===== src/rtl/lcd_seq_pkg.sv =====
package lcd_seq_pkg;

  typedef enum logic [3:0] {
    ST_WAKE1, ST_WAKE2, ST_WAKE3, ST_FUNC, ST_DOFF, ST_CLR, ST_HOME,
    ST_DON, ST_MODE, ST_ROW0, ST_ROWCHG, ST_ROW1, ST_HOLD
  } step_e;

  typedef enum logic [1:0] {PH_IDLE, PH_SETUP, PH_PULSE, PH_SETTLE} phase_e;

  localparam logic [7:0] CMD_WAKE   = 8'h38;
  localparam logic [7:0] CMD_FUNC   = 8'h38;
  localparam logic [7:0] CMD_DOFF   = 8'h08;
  localparam logic [7:0] CMD_CLEAR  = 8'h01;
  localparam logic [7:0] CMD_HOME   = 8'h02;
  localparam logic [7:0] CMD_DON    = 8'h0C;
  localparam logic [7:0] CMD_ENTRY  = 8'h06;
  localparam logic [7:0] CMD_ROW2   = 8'hC0;

  typedef struct packed {
    logic       rs;
    logic [7:0] data;
    logic       long_wait;
  } xfer_t;

endpackage


===== src/rtl/lcd_char_pick.sv =====
module lcd_char_pick #(
  parameter int COLS  = 16,
  parameter int IDX_W = 5
) (
  input  logic [2*COLS*8-1:0] text_all,
  input  logic [IDX_W-1:0]    idx,
  output logic [7:0]          ch
);
  localparam int SLOTS = 2 * COLS;

  logic [7:0] slot [SLOTS];

  for (genvar g = 0; g < SLOTS; g++) begin : g_slot
    assign slot[g] = text_all[g*8 +: 8];
  end

  always_comb begin
    ch = 8'h00;
    if (int'(idx) < SLOTS) ch = slot[idx];
  end
endmodule


===== src/rtl/lcd_step_decode.sv =====
module lcd_step_decode
  import lcd_seq_pkg::*;
(
  input  step_e      step,
  input  logic [7:0] ch,
  output xfer_t      req
);
  always_comb begin
    req = '{rs: 1'b0, data: 8'h00, long_wait: 1'b0};
    unique case (step)
      ST_WAKE1, ST_WAKE2, ST_WAKE3: req.data = CMD_WAKE;
      ST_FUNC:   req.data = CMD_FUNC;
      ST_DOFF:   req.data = CMD_DOFF;
      ST_CLR:    begin req.data = CMD_CLEAR; req.long_wait = 1'b1; end
      ST_HOME:   begin req.data = CMD_HOME;  req.long_wait = 1'b1; end
      ST_DON:    req.data = CMD_DON;
      ST_MODE:   req.data = CMD_ENTRY;
      ST_ROW0, ST_ROW1: begin req.rs = 1'b1; req.data = ch; end
      ST_ROWCHG: req.data = CMD_ROW2;
      default:   req.data = 8'h00;
    endcase
  end
endmodule


===== src/rtl/lcd_bus_xfer.sv =====
module lcd_bus_xfer
  import lcd_seq_pkg::*;
#(
  parameter int SETUP_CYC  = 2,
  parameter int EN_CYC     = 12,
  parameter int SHORT_WAIT = 2000,
  parameter int LONG_WAIT  = 80000
) (
  input  logic       clk,
  input  logic       rst_n,
  input  logic       start,
  input  xfer_t      req,
  output logic [7:0] lcd_data,
  output logic       lcd_rs,
  output logic       lcd_en,
  output logic       xfer_done
);
  localparam int MAX_A = (SETUP_CYC > EN_CYC) ? SETUP_CYC : EN_CYC;
  localparam int MAX_B = (SHORT_WAIT > LONG_WAIT) ? SHORT_WAIT : LONG_WAIT;
  localparam int MAXC  = (MAX_A > MAX_B) ? MAX_A : MAX_B;
  localparam int CNT_W = $clog2(MAXC + 1);

  phase_e           phase;
  logic [CNT_W-1:0] cnt;
  logic             long_q;
  logic             cnt_zero;

  assign cnt_zero  = (cnt == '0);
  assign lcd_en    = (phase == PH_PULSE);
  assign xfer_done = (phase == PH_SETTLE) && cnt_zero;

  always_ff @(posedge clk) begin
    if (!rst_n) begin
      phase    <= PH_IDLE;
      cnt      <= '0;
      long_q   <= 1'b0;
      lcd_data <= 8'h00;
      lcd_rs   <= 1'b0;
    end else begin
      unique case (phase)
        PH_IDLE: if (start) begin
          lcd_data <= req.data;
          lcd_rs   <= req.rs;
          long_q   <= req.long_wait;
          cnt      <= CNT_W'(SETUP_CYC - 1);
          phase    <= PH_SETUP;
        end
        PH_SETUP: if (cnt_zero) begin
          cnt   <= CNT_W'(EN_CYC - 1);
          phase <= PH_PULSE;
        end else cnt <= cnt - 1'b1;
        PH_PULSE: if (cnt_zero) begin
          cnt   <= long_q ? CNT_W'(LONG_WAIT - 1) : CNT_W'(SHORT_WAIT - 1);
          phase <= PH_SETTLE;
        end else cnt <= cnt - 1'b1;
        PH_SETTLE: if (cnt_zero) phase <= PH_IDLE;
                   else cnt <= cnt - 1'b1;
        default: phase <= PH_IDLE;
      endcase
    end
  end
endmodule


===== src/rtl/lcd_init_seq.sv =====
module lcd_init_seq
  import lcd_seq_pkg::*;
#(
  parameter int COLS       = 16,
  parameter int SETUP_CYC  = 2,
  parameter int EN_CYC     = 12,
  parameter int SHORT_WAIT = 2000,
  parameter int LONG_WAIT  = 80000
) (
  input  logic              clk,
  input  logic              rst_n,
  input  logic [COLS*8-1:0] line0_text,
  input  logic [COLS*8-1:0] line1_text,
  output logic [7:0]        lcd_data,
  output logic              lcd_rs,
  output logic              lcd_rw,
  output logic              lcd_en,
  output logic              done
);
  localparam int IDX_W = $clog2(2 * COLS);
  localparam logic [IDX_W-1:0] LAST0 = IDX_W'(COLS - 1);
  localparam logic [IDX_W-1:0] LAST1 = IDX_W'(2 * COLS - 1);

  step_e            step, step_nxt;
  logic [IDX_W-1:0] idx;
  logic             wait_q;
  logic             start;
  logic             xfer_done;
  logic [7:0]       ch;
  xfer_t            req;

  lcd_char_pick #(.COLS(COLS), .IDX_W(IDX_W)) u_pick (
    .text_all ({line1_text, line0_text}),
    .idx      (idx),
    .ch       (ch)
  );

  lcd_step_decode u_dec (
    .step (step),
    .ch   (ch),
    .req  (req)
  );

  lcd_bus_xfer #(
    .SETUP_CYC(SETUP_CYC), .EN_CYC(EN_CYC),
    .SHORT_WAIT(SHORT_WAIT), .LONG_WAIT(LONG_WAIT)
  ) u_xfer (
    .clk       (clk),
    .rst_n     (rst_n),
    .start     (start),
    .req       (req),
    .lcd_data  (lcd_data),
    .lcd_rs    (lcd_rs),
    .lcd_en    (lcd_en),
    .xfer_done (xfer_done)
  );

  always_comb begin
    unique case (step)
      ST_ROW0:   step_nxt = (idx == LAST0) ? ST_ROWCHG : ST_ROW0;
      ST_ROW1:   step_nxt = (idx == LAST1) ? ST_HOLD : ST_ROW1;
      ST_ROWCHG: step_nxt = ST_ROW1;
      ST_HOLD:   step_nxt = ST_HOLD;
      default:   step_nxt = step_e'(step + 4'd1);
    endcase
  end

  assign start  = !wait_q && (step != ST_HOLD);
  assign done   = (step == ST_HOLD);
  assign lcd_rw = 1'b0;

  always_ff @(posedge clk) begin
    if (!rst_n) begin
      step   <= ST_WAKE1;
      idx    <= '0;
      wait_q <= 1'b0;
    end else if (step != ST_HOLD) begin
      if (!wait_q) begin
        wait_q <= 1'b1;
      end else if (xfer_done) begin
        wait_q <= 1'b0;
        step   <= step_nxt;
        if (step == ST_ROW0 || step == ST_ROW1) idx <= idx + 1'b1;
      end
    end
  end
endmodule


===== config.mk =====
export PLATFORM = sky130hd
export DESIGN_NAME = lcd_init_seq
export DESIGN_NICKNAME = d
export VERILOG_FILES = /design/src/rtl/lcd_seq_pkg.sv /design/src/rtl/lcd_char_pick.sv /design/src/rtl/lcd_step_decode.sv /design/src/rtl/lcd_bus_xfer.sv /design/src/rtl/lcd_init_seq.sv
export SDC_FILE = /design/constraint.sdc
export NUM_CORES = 1
export LEC_CHECK = 0
export ABC_CLOCK_PERIOD_IN_PS = 5150
export BUFFER_PORTS_ARGS = -buffer_cell sky130_fd_sc_hd__buf_2
export CAP_MARGIN = 40
export CORE_AREA = 2 2 104 106
export DETAILED_ROUTE_END_ITERATION = 16
export DIE_AREA = 0 0 106 108
export PLACE_DENSITY = 0.79
export RECOVER_POWER = 50
export SLEW_MARGIN = 20
export SYNTH_ARGS = -nofsm -noshare
export SYNTH_HDL_FRONTEND = slang
export SYNTH_SLANG_ARGS = --single-unit

===== constraint.sdc =====
create_clock -name clk -period 5.15 [get_ports clk]
set_clock_uncertainty 0.05 [all_clocks]
set_input_delay 1.03 -clock clk [delete_from_list [all_inputs] [get_ports clk]]
set_output_delay 1.03 -clock clk [all_outputs]
set_load 0.05 [all_outputs]

# Word-level counts from Yosys, hierarchy flattened

Cells that the tools add are included.

Add/subtract/negate cells: 3
$lt $le $gt $ge: 1
Equality and inequality tests: 23
Multiplexer cells: 22
Bitwise gates (word level): 1
Reductions and logical operators: 15

Operators with widths:

| cell                                                  | number |
|---|---|
| two-way mux 17 bit                                    | 5 |
| case mux 17 bit (4 select lines)                      | 1 |
| case mux 8 bit (8 select lines)                       | 1 |
| binary-select mux 8 bit (select 5 bit)                | 1 |
| equality test 4 bit, second input constant            | 5 |
| logical NOT 17 bit                                    | 1 |
| subtractor 17 x 1 -> 17 bit, second input constant    | 1 |
| equality test 4 x 3 -> 1 bit, second input constant   | 4 |
| two-way mux 8 bit                                     | 2 |
| case mux 4 bit (4 select lines)                       | 1 |
| two-way mux 2 bit                                     | 5 |
| equality test 4 x 2 -> 1 bit, second input constant   | 2 |
| case mux 2 bit (4 select lines)                       | 1 |
| AND reduction 4 bit                                   | 2 |
| >= comparator 6 bit, second input constant            | 1 |
| inequality test 2 x 1 -> 1 bit, second input constant | 3 |
| inverter 5 -> 6 bit                                   | 1 |
| adder 5 x 1 -> 5 bit, second input constant           | 1 |
| equality test 5 x 4 -> 1 bit, second input constant   | 1 |
| equality test 5 bit, second input constant            | 1 |
| adder 4 x 1 -> 4 bit, second input constant           | 1 |
| equality test 2 bit, second input constant            | 2 |
| equality test 4 x 1 -> 1 bit, second input constant   | 1 |
| logical NOT 4 bit                                     | 1 |
| 13 further kinds                                      | 20 |

Register bits: 39
Input port bits: 258
Output and inout bits: 12
Word-level logic and storage cells: 73

# Depth between registers and ports, before layout

Gate-level depths: netlist (run 1).

Word-level depth: 5
Depth in mapped cells: 10
Mapped depth without buffers: 9

# Cells and area by module

A second synthesis (run 1) with hierarchy kept.

Cell total of the unflattened synthesis: 416
Area total of the unflattened synthesis: 4,460.5 µm²

By module, submodules not included:

| module          | times used | cells an instance | area each (µm²) | sequential area each (µm²) |
|---|---|---|---|---|
| lcd_char_pick   | 1          | 107               | 1,994.4         | 0.0 |
| lcd_bus_xfer    | 1          | 204               | 1,622.8         | 580.6 |
| lcd_init_seq    | 1          | 76                | 651.9           | 200.2 |
| lcd_step_decode | 1          | 29                | 191.4           | 0.0 |

# Worst setup path after synthesis (run 1)

Ideal clock, no wire load.

Path kind: input port to flip-flop
Start point: input line0_text[123]
End point: register u_xfer.lcd_data[3]
Library setup time: 0.125 ns
Data arrival time: 2.144 ns
Required time: 4.975 ns
Path slack: 2.831 ns
Stages: 4
Path buffers: 0
Cells stage by stage: mux4_2 > mux4_2 > a21oi_1 > o22ai_1

Longest elaborated chain between the ends: 4

Ends and longest elaborated chain:

| item                                                 | RTL line              | text |
|---|---|---|
| from (decl)                                          | lcd_init_seq.sv:12    | `input logic [COLS*8-1:0] line0_text,` |
| binary-select mux 8 bit (select 5 bit)               | lcd_char_pick.sv:19   | `if (int'(idx) < SLOTS) ch = slot[idx];` |
| two-way mux 8 bit (implied by the code) (2 in a row) | lcd_char_pick.sv:19   |  |
| case mux 8 bit (8 select lines)                      | lcd_step_decode.sv:10 | `unique case (step)` |
| to (signal assigned)                                 | lcd_bus_xfer.sv:42    | `lcd_data <= req.data;` |
| to (decl)                                            | lcd_bus_xfer.sv:13    | `output logic [7:0] lcd_data,` |

No other way between the ends. The select of a mux whose other input is x is not followed.
A chain may end at the register's enable or synchronous reset.

# Final worst setup path (run 1)

Start point: register u_xfer.cnt[0]
End point: register step[1]

Longest elaborated chain between the ends: 3

Ends and longest elaborated chain:

| item                          | RTL line           | text |
|---|---|---|
| from (decl)                   | lcd_bus_xfer.sv:24 | `logic [CNT_W-1:0] cnt;` |
| from (signal assigned)        | lcd_bus_xfer.sv:45 | `cnt <= CNT_W'(SETUP_CYC - 1);` |
| from (signal assigned)        | lcd_bus_xfer.sv:49 | `cnt <= CNT_W'(EN_CYC - 1);` |
| from (signal assigned)        | lcd_bus_xfer.sv:51 | `end else cnt <= cnt - 1'b1;` |
| logical NOT 17 bit            | lcd_bus_xfer.sv:28 | `assign cnt_zero = (cnt == '0);` |
| logical AND 1 bit             | lcd_bus_xfer.sv:30 | `assign xfer_done = (phase == PH_SETTLE) && cnt_zero;` |
| AND reduction 3 bit (no line) | n/a                |  |
| to (signal assigned)          | lcd_init_seq.sv:82 | `step <= step_nxt;` |
| to (decl)                     | lcd_init_seq.sv:24 | `step_e step, step_nxt;` |

No other way between the ends.

==> results of run 1 <==
[final cells by class]
class	count	area (sq um)	share of cell area [%]
multi-input cells	351	3336	56.72
repair buffers	274	1423	24.19
flip-flops and latches	39	783.3	13.32
well taps	136	170.2	2.894
clock buffers	5	68.82	1.170
inverters	15	56.30	0.9574
clock inverters	3	43.79	0.7447
[worst max-delay path, cell delays in order (launching register included)]
cell and delay [ns]:
dfxtp_1 0.34, inv_1 0.08, ha_1 0.22, nor4b_1 0.60
nand3_1 0.57, nor4_4 0.78, o221ai_1 0.24, o21ai_0 0.14
nor2_1 0.06
[how the worst min path moves through the flow]
| stage | start | end | slack [ns] | cells past startpoint |
|---|---|---|---|---|
| after floorplan | u_xfer.cnt[13] | u_xfer.cnt[13] | 0.40 | 2 |
| after CTS | u_xfer.lcd_rs | u_xfer.lcd_rs | 0.42 | 2 |
| after global placement | u_xfer.lcd_rs | u_xfer.lcd_rs | 0.41 | 2 |
| after global routing | u_xfer.lcd_rs | u_xfer.lcd_rs | 0.44 | 2 |
| final | u_xfer.lcd_rs | u_xfer.lcd_rs | 0.42 | 2 |
| after detailed placement | u_xfer.lcd_rs | u_xfer.lcd_rs | 0.41 | 2 |
[cell families after synthesis]
logic type | after synthesis | synth area share [%]
mux | 84 | 38.97
compound gates | 111 | 16.47
other cells | 1 | 0.08632
fa+ha+maj | 13 | 3.744
xor+xnor | 7 | 1.411
flops | 39 | 17.97
buf+inv | 47 | 4.752
simple gates | 135 | 16.59
[sequential cells by signal (all words and copies together), names as in the netlist]
| name | cells |
|---|---|
| idx | 5 |
| u_xfer.lcd_rs | 1 |
| u_xfer.cnt | 17 |
| u_xfer.lcd_data | 8 |
| wait_q | 1 |
| u_xfer.phase | 2 |
| u_xfer.long_q | 1 |
| step | 4 |
[metal layers]
layer	up-vias	global-route usage (%)	wire length [um]
met5	-	0	0
met4	0	4.605	346
met3	43	8.198	1645
met2	290	51.61	8652
met1	2462	40.34	6928
li1	2237	-	-
[synthesized netlist by cell type, types with 13 or more instances]
master / number
a21oi_1: 26
clkbuf_1: 15
dfxtp_1: 39
ha_1: 13
inv_1: 14
mux2i_1: 15
mux4_2: 68
nand2_1: 34
nand3_1: 14
nor2_1: 31
nor3_1: 14
o21ai_0: 32
[power groups by stage]
stage | sequential [uW] | clock, uW | combinational [uW]
global route | 417 | 279 | 1140
detailed placement | 412 | 0 | 1030
global placement | 410 | 0 | 1020
finish | 408 | 269 | 1040
CTS | 406 | 264 | 1040
floorplan | 446 | 0 | 727
[metrics by stage]
stage               hold WS, ns  worst slack [ns]  area, sq um  power (uW)
floorplan                0.3963             2.831         4344        1174
global placement         0.4147             2.188         5727        1433
detailed placement       0.4053             2.191         5802        1444
CTS                      0.4168             2.245         5914        1707
global route             0.4386             1.664         5881        1833
finish                   0.4180             1.943         5881        1717
==> results.json, run 1 <==
{
  "outcome": "finished, final reports clean",
  "r2r-end": "step[1]",
  "slew_headroom_pct": 7.260,
  "finalCritPeriodShare_pct": 62.28,
  "min-delay-path-class": "flip-flop to flip-flop",
  "slew_violations": 0,
  "ys_ff_latch": 39,
  "core_sq_um": 10230,
  "numCtsBuffers": 5,
  "cts.sinks": 39,
  "fin_nets": 957,
  "top_level_ports": 270,
  "post_drt_wl_per_cell_um": 21.35,
  "synth_top_cell_area_share_pct": 35.25,
  "worstSetupPathType": "flip-flop to flip-flop",
  "nFillCells": 905,
  "synth_top_cell_by_area": "mux4_2",
  "die_x_um": 106,
  "yosysSeqAreaShare_pct": 17.97,
  "cts_tree": "built",
  "cts_root_buffer": "clkbuf_8",
  "grt_pass1_vias": 5033,
  "p_sw_uw": 824.7,
  "fin_cells": 823,
  "die_h_um": 108,
  "placed_cells": 814,
  "insertedDiodeCount": 0,
  "vias": 5032,
  "p_seq_share_pct": 23.8,
  "rsz0062_at_grt": "no",
  "crit_start": "u_xfer.cnt[0]",
  "hold_viol_final": 0,
  "crit_fanout": 14,
  "wl_um": 17570,
  "p_leak_uw": 0.002420,
  "r2r-start": "u_xfer.cnt[0]",
  "critPathArrivalTime_ns": 3.34,
  "p_clk_share_pct": 15.7,
  "synth_nets": 708,
  "start_kind": "flip-flop",
  "worstSetupEndpoint": "step[1]",
  "gp_congestion": 0.9857,
  "synth_flop_cell": "dfxtp_1",
  "ctsResizeCount": 0,
  "ant_nets": 0,
  "antenna_found_initial": 0,
  "syn_area_sq_um": 4344,
  "fin_util_pct": 57.48,
  "syn_to_final_growth_pct": 35.37,
  "ys_async_sr_fraction_pct": 0,
  "synth_warnings": 0,
  "internal_power_uw": 892.4,
  "grt_max_degree": 43,
  "drc": 0,
  "vias_per_cell": 6.114,
  "layout-drive-gt1-share_pct": 52.11,
  "maxCapViolations": 0,
  "synth_edf_count": 0,
  "grt_pass1_wl_um": 27010,
  "postCtsSetupBuffers": 0,
  "rrSetupSlack_ns": 1.94,
  "clk_pin_slew_ns": 0.09,
  "cp-end-kind": "flip-flop",
  "htreeDepth": 2,
  "tightest_slew_ns": 1.389,
  "setup_viol": 0,
  "ir_drop_uv": 184.7,
  "syn_inst": 437,
  "clock_path_buffers": 2,
  "fmax_mhz": 311.8,
  "period_needed_ns": 3.207,
  "worst-r2r-cell-count": 8,
  "mostFrequentLayoutCells": "buf_2, mux4_2, dfxtp_1, nand2_1",
  "comb_power_share_pct": 60.6,
  "fin_tns_setup_ns": 0,
  "syn-mean-instance-area_sq_um": 9.941,
  "drt_iter0_drc": 474,
  "grt_remaining_overflow": 0,
  "synthTopCellsByArea": "mux4_2, dfxtp_1, ha_1",
  "dp_hpwl_um": 14760,
  "start_util_pct": 42.46,
  "worst-endpoint-required_ns": 5.29,
  "dieArea_sq_um": 11450,
  "placementRows": 37,
  "io_buffer_count": 268,
  "switching_share_pct": 48.03,
  "p_per_area_nw_per_um2": 292.0,
  "ys_types": 68,
  "holdBufCountCts": 0,
  "final_common_cell": "buf_2",
  "first_pass_iters": 5,
  "grt_usage_pct": 30.52,
  "insertion_delay_ns": 0.31
}
Power figures use the tool's default switching activity.
==> run 2: changes to the inputs <==
--- a/config.mk
+++ b/config.mk
@@ -5,13 +5,14 @@
 export SDC_FILE = /design/constraint.sdc
 export NUM_CORES = 1
 export LEC_CHECK = 0
-export ABC_CLOCK_PERIOD_IN_PS = 5150
+export ABC_AREA = 1
+export ABC_CLOCK_PERIOD_IN_PS = 3150
 export BUFFER_PORTS_ARGS = -buffer_cell sky130_fd_sc_hd__buf_2
 export CAP_MARGIN = 40
-export CORE_AREA = 2 2 104 106
+export CORE_ASPECT_RATIO = 1.5
+export CORE_UTILIZATION = 47
 export DETAILED_ROUTE_END_ITERATION = 16
-export DIE_AREA = 0 0 106 108
-export PLACE_DENSITY = 0.79
+export PLACE_DENSITY = 0.83
 export RECOVER_POWER = 50
 export SLEW_MARGIN = 20
 export SYNTH_ARGS = -nofsm -noshare
==> constraint.sdc (replaced) <==
create_clock -name clk -period 3.15 [get_ports clk]
set_clock_uncertainty 0.05 [all_clocks]
set_input_delay 0.63 -clock clk [delete_from_list [all_inputs] [get_ports clk]]
set_output_delay 0.63 -clock clk [all_outputs]
set_load 0.05 [all_outputs]
==> results.json, run 2 <==
{
  "outcome": "finished, final reports clean",
  "switching_share_pct": 47.92,
  "largest_reg_flops": 17,
  "finalCritPeriodShare_pct": 80.28,
  "synth.most_common_cell": "nand2_1",
  "p_clk_share_pct": 17.6,
  "synthTopCellsByArea": "nand2_1, dfxtp_1, nand3_1",
  "critPathMaxStageDelay_ns": 0.48,
  "post_drt_wl_per_cell_um": 14.51,
  "synth_flop_cell": "dfxtp_1",
  "worst-endpoint-required_ns": 3.26,
  "p_seq_share_pct": 24.1,
  "gp_congestion": 0.9608,
  "layout-drive-gt1-share_pct": 27.26,
  "ys_types": 44,
  "ctsResizeCount": 0,
  "regMostFlops": "u_xfer.cnt",
  "htreeDepth": 2,
  "ys_async_sr_fraction_pct": 0,
  "grt_usage_pct": 32.33,
  "syn-mean-instance-area_sq_um": 5.434,
  "io_buffer_count": 268,
  "setup_viol": 0,
  "grt_pass1_wl_um": 28780,
  "syn_inst": 938,
  "grt.met1_usage_pct": 40.09,
  "p_leak_uw": 0.003429,
  "start_util_pct": 48.13,
  "vias": 6955,
  "fin_tns_setup_ns": 0,
  "tightest_slew_ns": 0.8319,
  "mostFrequentLayoutCells": "nand2_1, buf_2, nand3_1, a21oi_1, nor2_1",
  "grt_remaining_overflow": 0,
  "clk_pin_slew_ns": 0.06,
  "crit_top_cell": "nand2_1",
  "ant_nets": 0,
  "hold_viol_final": 0,
  "crit_fanout": 8,
  "wl_um": 19080,
  "p_sw_uw": 1338,
  "ir_drop_uv": 426.8,
  "finalPower_uw": 2793,
  "clock_path_buffers": 2,
  "numCtsBuffers": 5,
  "grt_max_degree": 64,
  "slowest_stage": "nor2_1",
  "insertion_delay_ns": 0.28,
  "maxCapViolations": 0,
  "busiest_layer": "met2",
  "cts.sinks": 39,
  "syn_area_sq_um": 5097,
  "grtUsageMet2_pct": 55.40,
  "slew_headroom_pct": 44.54,
  "path_cells": "inv_1 > ha_1 > nand2_1 > nor2_1 > nand3_1 > nor2_1 > nand2_1 > nand2_1 > inv_1 > nand2_1 > nand2_1 > nand2_1 > a21oi_1",
  "start_kind": "flip-flop",
  "die_h_um": 129.5,
  "syn_to_final_growth_pct": 26.46,
  "synth_top_cell_by_area": "nand2_1",
  "core_sq_um": 10590,
  "synth_top_cell_area_share_pct": 31.08,
  "cp_num_buf_inv": 2,
  "crit_family": "simple AND/OR/NAND/NOR gates",
  "p_per_area_nw_per_um2": 433.3,
  "holdBufCountCts": 0,
  "slew_violations": 0,
  "cp-end-kind": "flip-flop",
  "antenna_found_initial": 1,
  "comb_power_share_pct": 58.3,
  "period_needed_ns": 2.529,
  "synth_warnings": 0,
  "rsz0062_at_grt": "no",
  "critPathArrivalTime_ns": 2.64,
  "grt_pass1_vias": 6184,
  "worstSetupPathType": "flip-flop to flip-flop",
  "drt_iter0_drc": 418,
  "drc": 0,
  "synth_edf_count": 0,
  "dieArea_sq_um": 11270,
  "vias_per_cell": 5.289,
  "fin_nets": 1440,
  "yosysSeqAreaShare_pct": 15.32,
  "synthTopCellsByCount": "nand2_1, nand3_1, a21oi_1",
  "reg_top3": "u_xfer.cnt x17, u_xfer.lcd_data x8, idx x5",
  "final_common_cell": "nand2_1",
  "placementRows": 46,
  "fmax_mhz": 395.5,
  "min-delay-path-class": "flip-flop to flip-flop",
  "cts_root_buffer": "clkbuf_16",
  "nFillCells": 1146,
  "dp_hpwl_um": 14950,
  "cts_tree": "built",
  "synth_nets": 1209,
  "die_x_um": 87.03,
  "internal_power_uw": 1455,
  "globalRouteMet3Util_pct": 4.968,
  "first_pass_iters": 6,
  "ys_ff_latch": 39,
  "top_level_ports": 270,
  "postCtsSetupBuffers": 0
}
## run 2: cell types whose count changed after synthesis, sizes merged, moves of 15 or more
cell	previous run	this run
mux4	68	0
nand3	15	128
inv	14	51
buf	17	41
mux2i	15	0
nor2	34	58
nand2	35	425
a21oi	26	81
## run 2: kinds of logic after synthesis
kind of cell | synth area share, %
AOI/OAI and AO/OA | 15.81
xor gates and xnor gates | 1.718
adders and majority gates | 3.191
buffers and inverters | 10.53
DFF | 15.32
other | 0.07357
and+or+nand+nor | 53.36
## run 2: layout make-up
class / count / area (sq um) / area share, %
antenna: 1 / 2.502 / 0.03882
clock buffer: 6 / 128.9 / 1.999
clock inverter: 2 / 11.26 / 0.1747
inverter: 53 / 200.2 / 3.106
multi-input combinational: 792 / 3725 / 57.78
sequential: 39 / 785.8 / 12.19
tap: 144 / 180.2 / 2.795
timing repair buffer: 278 / 1413 / 21.91
## run 2: power by group through the flow
stage               Sequential, uW  Combinational (uW)  Clock (uW)
floorplan                      705                1270           0
global placement               677                1710           0
detailed placement             678                1730           0
CTS                            668                1750         501
global route                   679                1830         523
finish                         672                1630         493
## run 2: worst paths after layout
path,startpoint,endpoint,slack (ns),cells past startpoint
max,u_xfer.cnt[0],u_xfer.cnt[10],0.62,13
min,u_xfer.lcd_rs,u_xfer.lcd_rs,0.42,2
max reg2reg,u_xfer.cnt[0],u_xfer.cnt[10],0.62,13
min reg2reg,u_xfer.lcd_rs,u_xfer.lcd_rs,0.42,2
## run 2: per-stage QoR
step	instance area, sq um	setup slack (ns)	util (%)	hold WS (ns)	std cells
CTS	6515	0.8496	61.52	0.4202	1314
finish	6446	0.6213	60.87	0.4228	1315
detailed placement	6375	0.9804	60.20	0.4106	1306
global route	6446	0.3970	60.87	0.4495	1315
global placement	6375	0.9867	60.20	0.4118	1306
floorplan	5097	1.304	-	0.4066	938
## run 2: metal layers
layer / vias up / wire length [um]
met5: - / 0
met1: 3022 / 7713
met2: 389 / 8929
met3: 52 / 1816
li1: 3492 / -
met4: 0 / 619
## run 2: worst reg2reg max path, cell delays in order (launching register included)
cell and delay (ns):
dfxtp_1 0.32, inv_1 0.08, ha_1 0.18, nand2_1 0.11, nor2_1 0.29, nand3_1 0.20
nor2_1 0.48, nand2_1 0.14, nand2_1 0.24, inv_1 0.09, nand2_1 0.06, nand2_1 0.04
nand2_1 0.06, a21oi_1 0.06
